$ cat src/rtl/spwm_pkg.sv
// Package: register indices, control/status bit positions and output modes
// shared by the queued-duty PWM modules. Assumes a 3-bit register index.
package spwm_pkg;
    localparam int ADDR_W   = 3;
    localparam int EN_BIT   = 0;
    localparam int SRST_BIT = 1;
    localparam int REP_LSB  = 2;
    localparam int MODE_LSB = 4;
    localparam int PRE_LSB  = 6;
    localparam int REP_CNT_W = 3;

    typedef enum logic [ADDR_W-1:0] {
        A_CTRL   = 3'd0,
        A_STAT   = 3'd1,
        A_SAMPLE = 3'd2,
        A_PERIOD = 3'd3,
        A_COUNT  = 3'd4
    } reg_addr_e;

    typedef enum logic [1:0] {
        OUT_NORMAL = 2'd0,
        OUT_INVERT = 2'd1,
        OUT_OFF    = 2'd2,
        OUT_OFF2   = 2'd3
    } out_mode_e;
endpackage

$ cat src/rtl/spwm_prescaler.sv
// Clock divider: asserts tick once every ratio+1 cycles while run is high.
// Assumes: ratio may change at any time; a lowered ratio ends the current
// count at once. Held at zero while run is low.
module spwm_prescaler #(
    parameter int W = 12
) (
    input  logic         clk,
    input  logic         rst_n,
    input  logic         run,
    input  logic [W-1:0] ratio,
    output logic         tick
);
    logic [W-1:0] pre_cnt;

    assign tick = run && (pre_cnt >= ratio);

    // Divider count: restarts after each tick, cleared while stopped.
    always_ff @(posedge clk) begin
        if (!rst_n || !run) begin
            pre_cnt <= '0;
        end else if (tick) begin
            pre_cnt <= '0;
        end else begin
            pre_cnt <= pre_cnt + 1'b1;
        end
    end

    // every tick starts a fresh divided interval.
    p_tick_restart_r1: assert property (@(posedge clk) disable iff (!rst_n)
        tick |=> (pre_cnt == '0));
endmodule

$ cat src/rtl/spwm_period_counter.sv
// Period counter: steps on each tick and wraps to 0 after reaching limit.
// Assumes: limit is period+1 already clamped by the caller; clear holds 0.
module spwm_period_counter #(
    parameter int W = 16
) (
    input  logic         clk,
    input  logic         rst_n,
    input  logic         clear,
    input  logic         tick,
    input  logic [W-1:0] limit,
    output logic [W-1:0] count,
    output logic [W-1:0] next_count,
    output logic         wrap
);
    logic at_top;

    assign at_top     = (count >= limit);
    assign next_count = at_top ? '0 : count + 1'b1;
    assign wrap       = tick && !clear && at_top;

    // Counter register: cleared when stopped, advanced on each tick.
    always_ff @(posedge clk) begin
        if (!rst_n || clear) begin
            count <= '0;
        end else if (tick) begin
            count <= next_count;
        end
    end

    // no tick and no clear leaves the count unchanged.
    p_hold_r1: assert property (@(posedge clk) disable iff (!rst_n)
        (!clear && !tick) |=> $stable(count));
    // a wrap always returns the count to zero.
    p_wrap_zero_r1: assert property (@(posedge clk) disable iff (!rst_n)
        wrap |=> (count == '0));
endmodule

$ cat src/rtl/spwm_sample_fifo.sv
// Duty sample queue: circular buffer of DEPTH words with a level count.
// Assumes: DEPTH is a power of two; a push while full is dropped; push and
// pop in the same cycle are both honoured when legal.
module spwm_sample_fifo #(
    parameter int W     = 16,
    parameter int DEPTH = 4,
    localparam int PTR_W = $clog2(DEPTH),
    localparam int LVL_W = $clog2(DEPTH + 1)
) (
    input  logic             clk,
    input  logic             rst_n,
    input  logic             push,
    input  logic             pop,
    input  logic [W-1:0]     wdata,
    output logic [W-1:0]     head,
    output logic [LVL_W-1:0] level,
    output logic             full,
    output logic             empty
);
    logic [W-1:0]     mem [DEPTH];
    logic [PTR_W-1:0] wr_ptr;
    logic [PTR_W-1:0] rd_ptr;
    logic             push_ok;
    logic             pop_ok;

    assign full    = (level == LVL_W'(DEPTH));
    assign empty   = (level == '0);
    assign push_ok = push && !full;
    assign pop_ok  = pop && !empty;
    assign head    = mem[rd_ptr];

    // One storage word per entry, written when the write pointer selects it.
    for (genvar i = 0; i < DEPTH; i++) begin : g_entry
        always_ff @(posedge clk) begin
            if (!rst_n) begin
                mem[i] <= '0;
            end else if (push_ok && (wr_ptr == PTR_W'(i))) begin
                mem[i] <= wdata;
            end
        end
    end

    // Pointers and fill level.
    always_ff @(posedge clk) begin
        if (!rst_n) begin
            wr_ptr <= '0;
            rd_ptr <= '0;
            level  <= '0;
        end else begin
            if (push_ok) wr_ptr <= wr_ptr + 1'b1;
            if (pop_ok)  rd_ptr <= rd_ptr + 1'b1;
            case ({push_ok, pop_ok})
                2'b10:   level <= level + 1'b1;
                2'b01:   level <= level - 1'b1;
                default: level <= level;
            endcase
        end
    end

    // level never exceeds the depth.
    p_level_max_r5: assert property (@(posedge clk) disable iff (!rst_n)
        level <= LVL_W'(DEPTH));
    // a push into a full queue without a pop leaves it full.
    p_full_hold_r9: assert property (@(posedge clk) disable iff (!rst_n)
        (push && full && !pop) |=> full);
endmodule

$ cat src/rtl/sample_pwm.sv
// Queued-duty PWM top: register file, duty sample selection with repeat
// counting, event flags and output shaping. Assumes one register access per
// cycle, combinational read data, and a synchronous active-low reset.
module sample_pwm import spwm_pkg::*; #(
    parameter int CNT_W = 16,
    parameter int PRE_W = 12,
    parameter int DEPTH = 4,
    localparam int DATA_W = PRE_LSB + PRE_W
) (
    input  logic              clk,
    input  logic              rst_n,
    input  logic              reg_wr,
    input  logic [ADDR_W-1:0] reg_addr,
    input  logic [DATA_W-1:0] reg_wdata,
    output logic [DATA_W-1:0] reg_rdata,
    output logic              pwm_out
);
    localparam int LVL_W     = $clog2(DEPTH + 1);
    localparam int F_EMPTY   = LVL_W;
    localparam int F_ROV     = LVL_W + 1;
    localparam int F_CMP     = LVL_W + 2;
    localparam int F_WERR    = LVL_W + 3;

    logic                 en, srst_q;
    logic [1:0]           rep_sel;
    out_mode_e            mode;
    logic [PRE_W-1:0]     prescale;
    logic [CNT_W-1:0]     period, per_eff, limit;
    logic [CNT_W-1:0]     active;
    logic [REP_CNT_W-1:0] rep_cnt, reps_m1;
    logic                 flag_rov, flag_cmp, flag_werr;
    logic                 rst_n_int;
    logic                 ctrl_wr, stat_wr, sample_wr, period_wr;
    logic                 en_rise, direct, push_req, pop, rep_done;
    logic                 tick, wrap, raw;
    logic [CNT_W-1:0]     count, next_count, head;
    logic [LVL_W-1:0]     level;
    logic                 fifo_full, fifo_empty;

    assign rst_n_int = rst_n && !srst_q;
    assign ctrl_wr   = reg_wr && (reg_addr == A_CTRL);
    assign stat_wr   = reg_wr && (reg_addr == A_STAT);
    assign sample_wr = reg_wr && (reg_addr == A_SAMPLE);
    assign period_wr = reg_wr && (reg_addr == A_PERIOD);

    assign per_eff  = (period == '1) ? period - 1'b1 : period;
    assign limit    = per_eff + 1'b1;
    assign reps_m1  = REP_CNT_W'((4'd1 << rep_sel) - 4'd1);
    assign rep_done = (rep_cnt == reps_m1);
    assign en_rise  = ctrl_wr && reg_wdata[EN_BIT] && !en;
    assign direct   = sample_wr && en && fifo_empty;
    assign push_req = sample_wr && !direct;
    assign pop      = !fifo_empty && (en_rise || (wrap && rep_done));

    spwm_prescaler #(.W(PRE_W)) u_pre (
        .clk   (clk),
        .rst_n (rst_n_int),
        .run   (en),
        .ratio (prescale),
        .tick  (tick)
    );

    spwm_period_counter #(.W(CNT_W)) u_cnt (
        .clk        (clk),
        .rst_n      (rst_n_int),
        .clear      (!en),
        .tick       (tick),
        .limit      (limit),
        .count      (count),
        .next_count (next_count),
        .wrap       (wrap)
    );

    spwm_sample_fifo #(.W(CNT_W), .DEPTH(DEPTH)) u_fifo (
        .clk   (clk),
        .rst_n (rst_n_int),
        .push  (push_req),
        .pop   (pop),
        .wdata (reg_wdata[CNT_W-1:0]),
        .head  (head),
        .level (level),
        .full  (fifo_full),
        .empty (fifo_empty)
    );

    // Control and period registers; the soft-reset bit lasts one cycle.
    always_ff @(posedge clk) begin
        if (!rst_n_int) begin
            en       <= 1'b0;
            srst_q   <= 1'b0;
            rep_sel  <= '0;
            mode     <= OUT_NORMAL;
            prescale <= '0;
            period   <= '0;
        end else begin
            if (ctrl_wr) begin
                en       <= reg_wdata[EN_BIT];
                srst_q   <= reg_wdata[SRST_BIT];
                rep_sel  <= reg_wdata[REP_LSB +: 2];
                mode     <= out_mode_e'(reg_wdata[MODE_LSB +: 2]);
                prescale <= reg_wdata[PRE_LSB +: PRE_W];
            end
            if (period_wr) period <= reg_wdata[CNT_W-1:0];
        end
    end

    // Active sample selection and per-sample repeat count.
    always_ff @(posedge clk) begin
        if (!rst_n_int) begin
            active  <= '0;
            rep_cnt <= '0;
        end else if (direct) begin
            active  <= reg_wdata[CNT_W-1:0];
            rep_cnt <= '0;
        end else if (pop) begin
            active  <= head;
            rep_cnt <= '0;
        end else if (en_rise) begin
            rep_cnt <= '0;
        end else if (wrap && !rep_done) begin
            rep_cnt <= rep_cnt + 1'b1;
        end
    end

    // Sticky event flags, cleared by writing ones; a new event wins.
    always_ff @(posedge clk) begin
        if (!rst_n_int) begin
            flag_rov  <= 1'b0;
            flag_cmp  <= 1'b0;
            flag_werr <= 1'b0;
        end else begin
            flag_rov  <= wrap || (flag_rov && !(stat_wr && reg_wdata[F_ROV]));
            flag_cmp  <= (tick && (next_count == active)) ||
                         (flag_cmp && !(stat_wr && reg_wdata[F_CMP]));
            flag_werr <= (push_req && fifo_full) ||
                         (flag_werr && !(stat_wr && reg_wdata[F_WERR]));
        end
    end

    // Output shaping by mode, forced low while disabled.
    always_comb begin
        raw = (count < active);
        unique case (mode)
            OUT_NORMAL: pwm_out = en && raw;
            OUT_INVERT: pwm_out = en && !raw;
            default:    pwm_out = 1'b0;
        endcase
    end

    // Register read multiplexer.
    always_comb begin
        reg_rdata = '0;
        unique case (reg_addr)
            A_CTRL: begin
                reg_rdata[EN_BIT]               = en;
                reg_rdata[SRST_BIT]             = srst_q;
                reg_rdata[REP_LSB +: 2]         = rep_sel;
                reg_rdata[MODE_LSB +: 2]        = mode;
                reg_rdata[PRE_LSB +: PRE_W]     = prescale;
            end
            A_STAT: begin
                reg_rdata[LVL_W-1:0] = level;
                reg_rdata[F_EMPTY]   = fifo_empty;
                reg_rdata[F_ROV]     = flag_rov;
                reg_rdata[F_CMP]     = flag_cmp;
                reg_rdata[F_WERR]    = flag_werr;
            end
            A_SAMPLE: reg_rdata[CNT_W-1:0] = en ? active : '0;
            A_PERIOD: reg_rdata[CNT_W-1:0] = period;
            A_COUNT:  reg_rdata[CNT_W-1:0] = count;
            default:  reg_rdata = '0;
        endcase
    end

    // a disabled block never drives the output high.
    p_off_low_r4: assert property (@(posedge clk) disable iff (!rst_n)
        !en |-> !pwm_out);
    // the soft-reset bit never lasts more than one cycle.
    p_srst_once_r11: assert property (@(posedge clk) disable iff (!rst_n)
        srst_q |=> !srst_q);
    // a write into an empty running queue reaches the comparator at once.
    p_direct_r6: assert property (@(posedge clk) disable iff (!rst_n)
        (direct && !srst_q) |=> (active == $past(reg_wdata[CNT_W-1:0])));
    // a queued write into a full queue raises the write-error flag.
    p_werr_r9: assert property (@(posedge clk) disable iff (!rst_n)
        (push_req && fifo_full && !srst_q) |=> flag_werr);
endmodule

$ cat config.mk
export PLATFORM = sky130hd
export DESIGN_NAME = sample_pwm
export DESIGN_NICKNAME = d
export VERILOG_FILES = /design/src/rtl/spwm_pkg.sv /design/src/rtl/spwm_prescaler.sv /design/src/rtl/spwm_period_counter.sv /design/src/rtl/spwm_sample_fifo.sv /design/src/rtl/sample_pwm.sv
export SDC_FILE = /design/constraint.sdc
export NUM_CORES = 1
export LEC_CHECK = 0
export ABC_AREA = 0
export ABC_CLOCK_PERIOD_IN_PS = 5600
export BUFFER_PORTS_ARGS = -buffer_cell sky130_fd_sc_hd__clkbuf_2
export CAP_MARGIN = 5
export CORE_MARGIN = 2
export CORE_UTILIZATION = 56
export CTS_CLUSTER_DIAMETER = 60
export DETAILED_ROUTE_END_ITERATION = 8
export PLACE_DENSITY_LB_ADDON = 0.25
export SYNTH_ARGS = -nofsm -noshare
export SYNTH_HDL_FRONTEND = slang
export SYNTH_SLANG_ARGS = --single-unit
$ cat constraint.sdc
create_clock -name clk -period 5.6 [get_ports clk]
set_input_delay 1.12 -clock clk [delete_from_list [all_inputs] [get_ports clk]]
set_output_delay 1.12 -clock clk [all_outputs]
set_load 0.02 [all_outputs]
==> flow_summary.toml <==
[yosys]
seq_area_frac_synth_pct = 41.2
ys.flop_type = "dfxtp_1"
synth_seq_cells = 157
synthesis.area_um2 = 9170
postSynthCellCount = 996
ys_warn_count = 0
ys_async_sr_fraction_pct = 0
synth_edf_count = 64
synth_fp_nets = 1075
synth_cell_types = 61
avgSynthCellArea_um2 = 9.21

[critical_path]
end_kind = "register"
ff2ff_setup_slack_ns = 0.48
rr_worst_depth = 25
arrival_ns = 5.49
regToRegEndpoint = "u_fifo.level[2]"
critPathLaunchType = "register"
reg2reg_from = "period[9]"
critPathRequiredTime_ns = 5.97
critical_path_class = "reg2reg"
slowest_delay_ns = 0.46
crit_fanout = 7
cp_top_family = "simple AND/OR/NAND/NOR gates"
crit_buf_inv = 3
crit_slowest_cell = "dfxtp_1"

[grt]
grt_usage_pct = 27.2
grt_pass1_wl_um = 36900
antenna_found_initial = 0
grt_max_degree = 46
overflow = 0
grt_pass1_vias = 6852

[route]
drt_wl_total_um = 23200
routed_via_density = 5.91
vias = 7320
firstDrtPassIters = 4
wl_per_cell_um = 18.7
final_antenna_net_count = 0
drcViolationCount = 0
drt_iter0_markers = 567

[placed_design]
gp_congestion = 0.930
dp.cells = 1207
place_ws_ns = 0.471
placed_cell_area_um2 = 9510
dp_hpwl_um = 16400
io_buffers = 42

[power]
vdd_drop_max_mv = 0.240
pwr-share-clk_pct = 46.6
pwr-share-comb_pct = 5.6
leakagePower_nw = 3.71
switching_share_pct = 23.7
finalPower_mw = 2.57
switchingPower_mw = 0.608
p_int_mw = 1.96
power_frac_seq_pct = 47.7
power_density_nw_per_um2 = 254

[worst_hold_path]
min-delay-start = "prescale[10]"
holdCritPathClass = "reg2reg"
holdPathStages = 2
hold-path-endpoint = "prescale[10]"

[floorplan]
ios = 43
core-area_um2 = 15900
initial_utilization_pct = 57.5
dieWidth_um = 132
die_y_um = 132
dieArea_um2 = 17400
rows = 46

[final_layout]
fin_nets = 1089
finish.instance_area_um2 = 10100
fin_cells = 1239
n_antenna_cell = 0
syn_to_final_growth_pct = 10.2
layout-drive-gt1-share_pct = 10.7
fillers = 1371
final_cell_mix = "nand2_1, dfxtp_1, a21oi_1"
final_common_cell = "nand2_1"
utilization_pct = 63.4

[sta]
hold-worst-slack_ns = 0.454
setup_violations = 0
setup_ws_ns = 0.478
skew_ns = 0.0104
max_slew.worst_pin.slew_ns = 1.10
maxSlewViolCount = 0
grt_setup_unrepaired = "no"
max_freq_mhz = 195
finalSetupTns_ns = 0
fin_crit_sh_pct = 91.5
finalHoldViolations = 0
slew_headroom_pct = 26.3
min_period_ns = 5.12

[clock_tree]
clk_path_buf_depth = 2
insertion_delay_ns = 0.44
clock-sinks = 157
clk_pin_slew_worst_paths_ns = 0.06
postCtsHoldBufs = 0
cts.htree.levels = 4
clock-root-buffer = "clkbuf_16"
cts_made_buffers = 17
cts_setup_buffers = 0
cts_tree = "yes"

[job]
cap_violations = 0

[run_status]
status = "finished clean"
## power by group through the flow
stage | clock (mW) | sequential [mW] | combinational [mW]
finish | 1.20 | 1.23 | 0.145
CTS | 1.20 | 1.23 | 0.144
detailed placement | 0 | 1.25 | 0.143
global placement | 0 | 1.25 | 0.142
global route | 1.25 | 1.23 | 0.159
floorplan | 0 | 1.25 | 0.0924
## cell families after synthesis
| group | Yosys count | share of synthesized area, % |
|---|---|---|
| buffers and inverters | 104 | 4.39 |
| adders and majority gates | 56 | 7.69 |
| AOI/OAI and AO/OA | 201 | 12.6 |
| xor gates and xnor gates | 48 | 4.73 |
| DFF | 157 | 41.2 |
| and+or+nand+nor | 374 | 21.1 |
| muxes | 56 | 8.29 |
## worst max path at each step
stage / startpoint / endpoint / slack [ns] / depth (start not counted)
2_1_floorplan: period[9] / u_fifo.level[2] / 0.39 / 24
3_3_place_gp: period[9] / u_fifo.level[2] / 0.56 / 25
3_5_place_dp: period[10] / u_fifo.level[2] / 0.47 / 25
4_1_cts: period[9] / u_fifo.level[2] / 0.43 / 25
5_1_grt: period[9] / u_fifo.level[2] / 0.06 / 26
6_report: period[9] / u_fifo.level[2] / 0.48 / 25
## Yosys cell counts, types with 8 or more instances
master	count	area, um2
nand3_1	23	115
mux4_2	16	360
nand3b_1	8	60.1
mux2i_1	40	400
ha_1	54	676
nor3_1	12	60.1
nand2_1	118	443
nand2b_1	10	62.6
xor2_1	19	166
inv_1	49	184
a21oi_1	92	460
xnor2_1	28	245
a22oi_1	16	120
nand4_1	12	75.1
o21ai_0	54	270
nor4_1	10	62.6
dfxtp_1	93	1860
nor2_1	68	255
and2_1	62	388
a21o_1	13	97.6
edfxtp_1	64	1920
clkbuf_1	45	169
and3_1	17	106
## timing repair
item                                    CTS  global route
endpoints found under the hold margin     0             0
gates resized for setup                   0             1
endpoints found under the setup margin    0             1
## flip-flops by register name (all words and copies together), names as in the netlist, 2 cells and up, named ones only
signal	cells
prescale	12
active	16
rep_cnt	3
u_fifo.rd_ptr	2
u_cnt.count	16
mode	2
u_pre.pre_cnt	12
period	16
u_fifo.mem	64
u_fifo.wr_ptr	2
rep_sel	2
u_fifo.level	3
## worst min-delay path, delay by kind of cell, from the launching register on
family,cells,cell delay (ns)
and+or+nand+nor,1,0.05
DFF,1,0.31
AOI/OAI and AO/OA,1,0.05
## routing by layer
layer	up-vias	share of wire [%]	GRT usage, %
li1	3551	-	-
met1	3480	45	37.5
met2	242	46	42.5
met3	47	6.1	5.46
met4	0	2.8	10.0
met5	-	0	0
## final cells by class
| cell class | count | area [um2] | share of cell area [%] |
|---|---|---|---|
| Clock buffer | 20 | 437 | 4.32 |
| Inverter | 49 | 184 | 1.82 |
| Sequential cell | 157 | 3780 | 37.4 |
| Clock inverter | 12 | 160 | 1.58 |
| Timing Repair Buffer | 50 | 270 | 2.67 |
| Multi-Input combinational cell | 735 | 5010 | 49.5 |
| Tap cell | 216 | 270 | 2.67 |
Note: power is estimated with default switching activity, not from simulation.
